===== src/rtl/nvi2c_pkg.sv =====
package nvi2c_pkg;

    typedef enum logic [2:0] {
        ST_IDLE,
        ST_RX,
        ST_RX_ACK,
        ST_TX,
        ST_TX_ACK,
        ST_TX_NEXT,
        ST_IGNORE
    } link_state_e;

    typedef enum logic [1:0] {
        ROLE_DEV,
        ROLE_REG,
        ROLE_DATA
    } byte_role_e;

    typedef struct packed {
        logic sda;
        logic scl_rise;
        logic scl_fall;
        logic start;
        logic stop;
    } bus_evt_t;

    function automatic logic dev_match(input logic [7:0] b,
                                       input logic [4:0] base,
                                       input logic [1:0] sel);
        return b[7:1] == {base, sel};
    endfunction

endpackage


===== src/rtl/nvi2c_sync.sv =====
module nvi2c_sync #(
    parameter int STAGES = 2
) (
    input  logic                clk,
    input  logic                rst,
    input  logic                scl_i,
    input  logic                sda_i,
    output logic                scl_s,
    output nvi2c_pkg::bus_evt_t evt
);
    localparam int MSB = STAGES - 1;

    logic [MSB:0] scl_pipe;
    logic [MSB:0] sda_pipe;
    logic         scl_q;
    logic         sda_q;

    always_ff @(posedge clk) begin
        if (rst) begin
            scl_pipe <= '1;
            sda_pipe <= '1;
            scl_q    <= 1'b1;
            sda_q    <= 1'b1;
        end else begin
            scl_pipe <= {scl_pipe[MSB-1:0], scl_i};
            sda_pipe <= {sda_pipe[MSB-1:0], sda_i};
            scl_q    <= scl_pipe[MSB];
            sda_q    <= sda_pipe[MSB];
        end
    end

    assign scl_s        = scl_pipe[MSB];
    assign evt.sda      = sda_pipe[MSB];
    assign evt.scl_rise = scl_pipe[MSB] & ~scl_q;
    assign evt.scl_fall = ~scl_pipe[MSB] & scl_q;
    assign evt.start    = scl_pipe[MSB] & scl_q & sda_q & ~sda_pipe[MSB];
    assign evt.stop     = scl_pipe[MSB] & scl_q & ~sda_q & sda_pipe[MSB];

endmodule


===== src/rtl/nvi2c_regbank.sv =====
module nvi2c_regbank #(
    parameter int NREG = 4,
    parameter int PW   = 2
) (
    input  logic              clk,
    input  logic              rst,
    input  logic [NREG*8-1:0] nv_image_i,
    input  logic              wr_en,
    input  logic [PW-1:0]     wr_ptr,
    input  logic [7:0]        wr_data,
    input  logic [PW-1:0]     rd_ptr,
    output logic [7:0]        rd_data,
    output logic [NREG*8-1:0] live_flat
);
    logic [7:0] regs [NREG];

    for (genvar g = 0; g < NREG; g++) begin : g_reg
        always_ff @(posedge clk) begin
            if (rst) begin
                regs[g] <= nv_image_i[g*8 +: 8];
            end else if (wr_en && (wr_ptr == PW'(g))) begin
                regs[g] <= wr_data;
            end
        end
        assign live_flat[g*8 +: 8] = regs[g];
    end

    assign rd_data = regs[rd_ptr];

endmodule


===== src/rtl/nvi2c_link.sv =====
module nvi2c_link
    import nvi2c_pkg::*;
#(
    parameter int         NREG     = 4,
    parameter int         PW       = 2,
    parameter logic [4:0] DEV_BASE = 5'b01010
) (
    input  logic          clk,
    input  logic          rst,
    input  bus_evt_t      evt,
    input  logic [1:0]    addr_sel,
    input  logic          nv_busy_i,
    input  logic [7:0]    rd_data,
    output logic          sda_oe,
    output logic          wr_en,
    output logic [PW-1:0] wr_ptr,
    output logic [7:0]    wr_data,
    output logic [PW-1:0] ptr,
    output logic          commit,
    output logic          addr_ack
);
    link_state_e state;
    byte_role_e  role;
    logic [3:0]  cnt;
    logic [7:0]  sh;
    logic [7:0]  tx;
    logic        rw;
    logic        wrote;
    logic [PW-1:0] ptr_next;

    assign ptr_next = (ptr == PW'(NREG - 1)) ? '0 : ptr + 1'b1;

    always_ff @(posedge clk) begin
        wr_en    <= 1'b0;
        commit   <= 1'b0;
        addr_ack <= 1'b0;
        if (rst) begin
            state   <= ST_IDLE;
            role    <= ROLE_DEV;
            cnt     <= '0;
            sh      <= '0;
            tx      <= '0;
            rw      <= 1'b0;
            wrote   <= 1'b0;
            sda_oe  <= 1'b0;
            ptr     <= '0;
            wr_ptr  <= '0;
            wr_data <= '0;
        end else if (evt.start) begin
            state  <= ST_RX;
            role   <= ROLE_DEV;
            cnt    <= '0;
            wrote  <= 1'b0;
            sda_oe <= 1'b0;
        end else if (evt.stop) begin
            commit <= wrote;
            wrote  <= 1'b0;
            state  <= ST_IDLE;
            sda_oe <= 1'b0;
        end else begin
            case (state)
                ST_RX: begin
                    if (evt.scl_rise) begin
                        sh  <= {sh[6:0], evt.sda};
                        cnt <= cnt + 4'd1;
                    end else if (evt.scl_fall && cnt == 4'd8) begin
                        cnt <= '0;
                        case (role)
                            ROLE_DEV: begin
                                if (dev_match(sh, DEV_BASE, addr_sel) && !nv_busy_i) begin
                                    state    <= ST_RX_ACK;
                                    sda_oe   <= 1'b1;
                                    rw       <= sh[0];
                                    addr_ack <= 1'b1;
                                end else begin
                                    state <= ST_IGNORE;
                                end
                            end
                            ROLE_REG: begin
                                ptr    <= sh[PW-1:0];
                                state  <= ST_RX_ACK;
                                sda_oe <= 1'b1;
                            end
                            default: begin
                                wr_en   <= 1'b1;
                                wr_ptr  <= ptr;
                                wr_data <= sh;
                                ptr     <= ptr_next;
                                wrote   <= 1'b1;
                                state   <= ST_RX_ACK;
                                sda_oe  <= 1'b1;
                            end
                        endcase
                    end
                end
                ST_RX_ACK: begin
                    if (evt.scl_fall) begin
                        if (role == ROLE_DEV && rw) begin
                            state  <= ST_TX;
                            tx     <= rd_data;
                            sda_oe <= ~rd_data[7];
                            ptr    <= ptr_next;
                            cnt    <= '0;
                        end else begin
                            state  <= ST_RX;
                            sda_oe <= 1'b0;
                            role   <= (role == ROLE_DEV) ? ROLE_REG : ROLE_DATA;
                        end
                    end
                end
                ST_TX: begin
                    if (evt.scl_fall) begin
                        if (cnt == 4'd7) begin
                            sda_oe <= 1'b0;
                            state  <= ST_TX_ACK;
                            cnt    <= '0;
                        end else begin
                            cnt    <= cnt + 4'd1;
                            tx     <= {tx[6:0], 1'b0};
                            sda_oe <= ~tx[6];
                        end
                    end
                end
                ST_TX_ACK: begin
                    if (evt.scl_rise) begin
                        state <= evt.sda ? ST_IDLE : ST_TX_NEXT;
                    end
                end
                ST_TX_NEXT: begin
                    if (evt.scl_fall) begin
                        state  <= ST_TX;
                        tx     <= rd_data;
                        sda_oe <= ~rd_data[7];
                        ptr    <= ptr_next;
                        cnt    <= '0;
                    end
                end
                default: ;
            endcase
        end
    end

endmodule


===== src/rtl/nvi2c_target.sv =====
module nvi2c_target
    import nvi2c_pkg::*;
#(
    parameter int         NREG        = 4,
    parameter logic [4:0] DEV_BASE    = 5'b01010,
    parameter int         SYNC_STAGES = 2
) (
    input  logic              clk,
    input  logic              rst,
    input  logic              scl_i,
    input  logic              sda_i,
    output logic              sda_drive_low,
    input  logic [1:0]        addr_sel,
    input  logic [NREG*8-1:0] nv_image_i,
    input  logic              nv_busy_i,
    output logic              nv_commit_o,
    output logic [NREG*8-1:0] nv_image_o,
    output logic [NREG*8-1:0] live_o
);
    localparam int PW = (NREG > 1) ? $clog2(NREG) : 1;

    bus_evt_t          bus_evt;
    logic              scl_s;
    logic              stop_det;
    logic              wr_en;
    logic [PW-1:0]     wr_ptr;
    logic [7:0]        wr_data;
    logic [PW-1:0]     ptr;
    logic [7:0]        rd_data;
    logic              addr_ack;
    logic [NREG*8-1:0] live_flat;

    nvi2c_sync #(.STAGES(SYNC_STAGES)) u_sync (
        .clk   (clk),
        .rst   (rst),
        .scl_i (scl_i),
        .sda_i (sda_i),
        .scl_s (scl_s),
        .evt   (bus_evt)
    );

    nvi2c_link #(.NREG(NREG), .PW(PW), .DEV_BASE(DEV_BASE)) u_link (
        .clk       (clk),
        .rst       (rst),
        .evt       (bus_evt),
        .addr_sel  (addr_sel),
        .nv_busy_i (nv_busy_i),
        .rd_data   (rd_data),
        .sda_oe    (sda_drive_low),
        .wr_en     (wr_en),
        .wr_ptr    (wr_ptr),
        .wr_data   (wr_data),
        .ptr       (ptr),
        .commit    (nv_commit_o),
        .addr_ack  (addr_ack)
    );

    nvi2c_regbank #(.NREG(NREG), .PW(PW)) u_bank (
        .clk        (clk),
        .rst        (rst),
        .nv_image_i (nv_image_i),
        .wr_en      (wr_en),
        .wr_ptr     (wr_ptr),
        .wr_data    (wr_data),
        .rd_ptr     (ptr),
        .rd_data    (rd_data),
        .live_flat  (live_flat)
    );

    assign stop_det   = bus_evt.stop;
    assign live_o     = live_flat;
    assign nv_image_o = live_flat;

endmodule


===== config.mk =====
export PLATFORM = sky130hd
export DESIGN_NAME = nvi2c_target
export DESIGN_NICKNAME = d
export VERILOG_FILES = /design/src/rtl/nvi2c_pkg.sv /design/src/rtl/nvi2c_sync.sv /design/src/rtl/nvi2c_regbank.sv /design/src/rtl/nvi2c_link.sv /design/src/rtl/nvi2c_target.sv
export SDC_FILE = /design/constraint.sdc
export NUM_CORES = 1
export LEC_CHECK = 0
export BUFFER_PORTS_ARGS = -buffer_cell sky130_fd_sc_hd__buf_2
export CAP_MARGIN = 20
export CORE_ASPECT_RATIO = 1.1
export CORE_MARGIN = 8
export CORE_UTILIZATION = 48
export CTS_CLUSTER_DIAMETER = 200
export DETAILED_ROUTE_END_ITERATION = 10
export PLACE_DENSITY = 0.76
export SYNTH_ARGS = -nofsm -noshare
export SYNTH_HDL_FRONTEND = slang
export SYNTH_HIERARCHICAL = 1
export SYNTH_SLANG_ARGS = --single-unit

===== constraint.sdc =====
create_clock -name clk -period 1.8 [get_ports clk]
set_input_delay 0.36 -clock clk [delete_from_list [all_inputs] [get_ports clk]]
set_output_delay 0.36 -clock clk [all_outputs]
set_load 0.02 [all_outputs]

# Yosys cells after proc, flatten, opt, wreduce, memory -nomap -nowiden
# Memory sizes are Yosys's and may differ from the RTL's. A register that Yosys moved wholly into a read port is not among the register bits.
# Index checks and enable logic that the tools add are counted.
# word_totals
register_bits,47
mem_bits_rw,32
in_bits,39
out_inout_bits,66
wordCells,176
n_memories,1
# memory_table
memory,depth,width,read_ports,rd_ports_with_merged_regs,write_ports,line_no,text
u_bank.regs,4,8,5,1,4,nvi2c_regbank.sv:15,logic [7:0] regs [NREG];
# op_classes
addsub,2
eq_ne,32
n_mux,68
n_bitwise,24
reduce_logical,31
# ops
cell,count
7-bit 2-to-1 mux,5
8-bit 2-to-1 mux,4
3-bit 2-to-1 mux,10
4-bit 2-to-1 mux,7
1-bit 2-to-1 mux,26
8-bit AND reduction,3
7-bit case mux with 3 select lines,1
7-bit AND reduction,3
2-bit 2-to-1 mux,10
"4-bit by 3-bit inequality test with 1-bit output, second input constant",5
4-bit case mux with 4 select lines,1
3-bit case mux with 5 select lines,1
1-bit inverter,13
"2-bit by 1-bit inequality test with 1-bit output, second input constant",6
4-bit AND reduction,3
9-bit AND reduction,1
"2-bit inequality test, second input constant",4
"4-bit inequality test, second input constant",2
1-bit bitwise AND,7
7-bit by 6-bit == test with 1-bit output,1
1-bit logical AND,7
7-bit nonzero test,1
"2-bit == test, second input constant",3
"3-bit by 2-bit == test with 1-bit output, second input constant",2
21 further kinds,31

# Logic depth before layout (Yosys ltp)
# logic_depth
depth_word,9
depth_mapped,8
ltp_nobuf,7

# Cells and area by module
# The synthesis kept the hierarchy.
# modules_own_cells
mod,n_inst,cells_per_inst,area_per_inst_um2,seq_area_each_um2
nvi2c_link,1,266,2198.4,840.8
nvi2c_regbank,1,88,1627.8,960.9
nvi2c_target,1,32,240.2,0.0
nvi2c_sync,1,17,197.7,120.1

# Worst setup path before layout
# OpenSTA, ideal clock, no wires.
# synth_path
kind,register to register
from,register u_sync.scl_q
to,register u_link.cnt[3]
setup_ns,0.070
arrival_time_ns,1.743
required_time_ns,1.730
setup_slack_ns,-0.013
stages_incl_launch_ff,7
path_buffers,0
period_less_slack_ns,1.813
cell_sequence,dfxtp_1 > nor2b_1 > nor2b_1 > o21ai_1 > o211ai_4 > or4_1 > a21oi_1
# synth_rtl
item,line_no,text
"start, declared",nvi2c_sync.sv:15,logic scl_q;
"start signal, assigned",nvi2c_sync.sv:27,scl_q <= scl_pipe[MSB];
"end signal, assigned",nvi2c_link.sv:65,cnt <= cnt + 4'd1;
"end signal, assigned",nvi2c_link.sv:118,cnt <= cnt + 4'd1;
"end, declared",nvi2c_link.sv:24,logic [3:0] cnt;

# Worst setup path in the final report
# layout_path
from,register u_link.state[0]
to,register u_link.cnt[3]
# layout_via
elab_chain_len,3
word_cells_on_any_way,12
classes_between,eq/ne (9); mux (1); reduce/logical (2)
# layout_lines
item,line_no,text
"start, declared",nvi2c_link.sv:22,link_state_e state;
"start signal, assigned",nvi2c_link.sv:126,state <= evt.sda ? ST_IDLE : ST_TX_NEXT;
"3-bit by 1-bit == test with 1-bit output, or another cell as far along",nvi2c_link.sv:61,case (state)
"3-bit by 2-bit inequality test with 1-bit output (no source line), or another cell as far along",--,
7-bit AND reduction (no source line),--,
# Several ways; a longest one is shown, not always the timed one.
# A chain may end at the register's enable or synchronous reset.

==> metrics.md <==
| Metric | Value |
|---|---|
| Status | complete, no violations |
| Die height | ~110 um |
| Layout Skew | between 0.01 and 0.015 ns |
| DIE AREA | about 12000 sq um |
| Number of buffer and inverter stages on the critical path | 2 |
| Number of clock buffers inserted by TritonCTS | 9 |
| Standard-cell row count | 36 |
| Number of antenna violations at the first check in global routing | 0 |
| Average vias per placed instance | 5.450 |
| Number of global-route vias before repair | approximately 3500 |
| Core ar. | roughly 8700 sq um |
| Global route overflow | 0 |
| Hold path start | sda_i |
| Crit-path most repeated cell | buf_4 |
| Effective utilization at floorplan | 0.4853 |
| Number of hold-repair buffers added at the cts stage | 0 |
| # fillers | about 760 |
| Cell count after synthesis | 401 |
| Final nets | around 560 |
| Final period util | 0.9888 |
| Clock latency of the later-clocked register in the worst-skew pair | 0.36 ns |
| Rel. slew slack | 0.4550 |
| Class of the most critical hold timing path | in2reg |
| Required time worst endpoint | 2.08 ns |
| Via count | about 3500 |
| Final Hold Fails | 0 |
| Category of the critical setup timing path | reg2reg |
| Root cell of the clock tree | clkbuf_8 |
| Maximum fanout count along the critical path | 6 |
| Final count of negative-setup-slack endpoints | 0 |
| Worst-path cell chain | buf_4, nor3b_1, a21oi_4, o211ai_4, buf_4, o21ai_0, a21oi_1 |
| Utilization after layout | 0.6015 |
| Total Routing Usage GR | 0.1857 |
| Share of cells above drive strength 1 | 0.4693 |
| Syn avg cell area | ~11 sq um |
| Count of final max-slew check failures | 0 |
| Largest buffer count on any clock path | 2 |
| Longest individual stage delay on the worst path | roughly 0.52 ns |
| Dominant delay contributor by cell family on the critical path | simple AND/OR/NAND/NOR gates |
| Final period demand of the worst path | between 1.5 and 2 ns |
| Measured slew at the worst slew-check pin | between 0.8 and 0.9 ns |
| Relative area change from synthesis to final layout | 23.96% |
| Sum of negative setup slack | 0 ns |
| Number of buffers inserted by port buffering | 104 |
| Placed Instance Area | 4945 sq um |
| Cell Area, Synth | roughly 4200 sq um |
| Routed wire per std cell | around 18 um |
| Die Wd | around 110 um |
| Io pins | ~110 |
| Global-route wire length before repair | between 15 and 20 mm |
| TritonCTS clock tree | yes |
| Cell with the largest stage delay on the worst path | nor3b_1 |
| Pin count of the biggest net entering global routing | 21 |
| Design Area, Final | 5256 sq um |
| HPWL Detailed | around 8.9 mm |
| First-pass DRT Iterations | 4 |
| DRC | 0 |
| PD cells | roughly 860 nW/um^2 |
| Final GP Congestion | between 0.8 and 0.9 |
| Max VDD drop | roughly 0.63 mV |
| CP arrival | approximately 2 ns |
| Highest clock rate | 0.5619 GHz |
| Element type at the critical path end | flop |
| Yosys Warn Count | 6 |
| Worst R2R Start | u_link/state[0] |
| Beginning of the critical path | u_link/state[0] |
| CP Launch Type | flop |
| Final Routed Wirelength | about 11 mm |
| Clock-pin slew on the worst setup and hold paths | 0.08 ns |
| Unrepaired setup endpoints after global routing | true |
| Count of clock tree sinks | 79 |
| Number of violations reported at the end of detailed-routing iteration 0 | about 210 |
| Total number of H-tree levels | 3 |
| Total power | between 0.004 and 0.005 W |
| Antenna-violating nets left | 0 |
| Nets in the synthesized netlist | around 450 |
| Reported max-cap violation count | 0 |
| N_diodes | 0 |
| Static leakage power | 2.121 nW |
==> metal layers <==
| layer | share of wire | global-route usage | vias to the layer above |
|---|---|---|---|
| li1 | - | - | 1674 |
| met1 | 0.41 | 0.2199 | 1671 |
| met3 | 0.047 | 0.03322 | 11 |
| met5 | 0 | 0 | - |
| met4 | 0.014 | 0.06573 | 0 |
| met2 | 0.53 | 0.3289 | 110 |
==> registers in the layout (all words and copies together) (netlist names), 3 cells and up <==
| signal | count |
|---|---|
| u_link/sh | 8 |
| u_link/cnt | 4 |
| u_link/state | 3 |
| u_link/tx | 7 |
| u_link/wr_data | 8 |
| u_bank/regs | 32 |
==> cell usage in the layout, fill, tap and decap left out, types with 3 or more instances in the layout <==
master    count
a21oi_1      18
mux2i_1      11
or2_1         6
dfxtp_1      41
nor2_1       26
inv_1        10
nand3_1      14
nand2b_1      7
or3b_4        3
a311oi_1      6
nand3b_1      6
nor2b_1       3
dfxtp_2       4
o211ai_1      4
o21ai_1       4
buf_2       104
buf_4        55
nand4b_1      3
mux4_2        8
ha_1          5
mux2_2       32
edfxtp_1     32
o21ai_0       7
nand2_1      33
nor3_1        8
a21oi_2       3
clkbuf_8      9
o31ai_1       4
==> worst paths after layout <==
kind	endpoint	slack (ns)	cells past startpoint
setup / recovery	u_link/cnt[3]	0.02	7
setup reg to reg	u_link/cnt[3]	0.02	7
hold / removal	u_sync/sda_pipe[0]	0.19	2
hold reg to reg	u_sync/scl_pipe[1]	0.40	1
==> final cells by class <==
type                            instances  area (sq um)  area share
Multi-Input combinational cell        258          2033      0.3868
Tap cell                              114         142.6     0.02714
Clock inverter                          6         67.56     0.01285
Inverter                               10         37.54    0.007141
Sequential cell                        79          1914      0.3642
Timing Repair Buffer                  159         933.4      0.1776
Clock buffer                           10         127.6     0.02428
==> timing repair <==
action | in CTS | in global routing
setup endpoints to repair | 13 | 37
pin swaps | 2 | 10
gates resized for setup | 6 | 20
setup buffers | 1 | 4
==> report_power, final <==
part / internal [W] / switching [W]
Sequential: 0.00195 / 0.0000657
Combinational: 0.000511 / 0.000645
Clock: 0.000647 / 0.000686
Total: 0.00311 / 0.00140
==> metrics by stage <==
stage / std cells / hold WS (ns) / worst slack (ns)
floorplan: 401 / 0.3832 / 0.07643
finish: 636 / 0.1898 / 0.02017
CTS: 632 / 0.1692 / 0.001392
global placement: 615 / 0.3864 / -0.04784
detailed placement: 615 / 0.3871 / -0.08915
global route: 636 / 0.1709 / -0.04600
==> worst register-to-register path: stages, from the launching register on <==
cell and delay (ns):
dfxtp_1 0.35, buf_4 0.16, nor3b_1 0.53, a21oi_4 0.13, o211ai_4 0.13, buf_4 0.16, o21ai_0 0.09, a21oi_1 0.15
No activity file was read; power rests on OpenSTA's default activity.
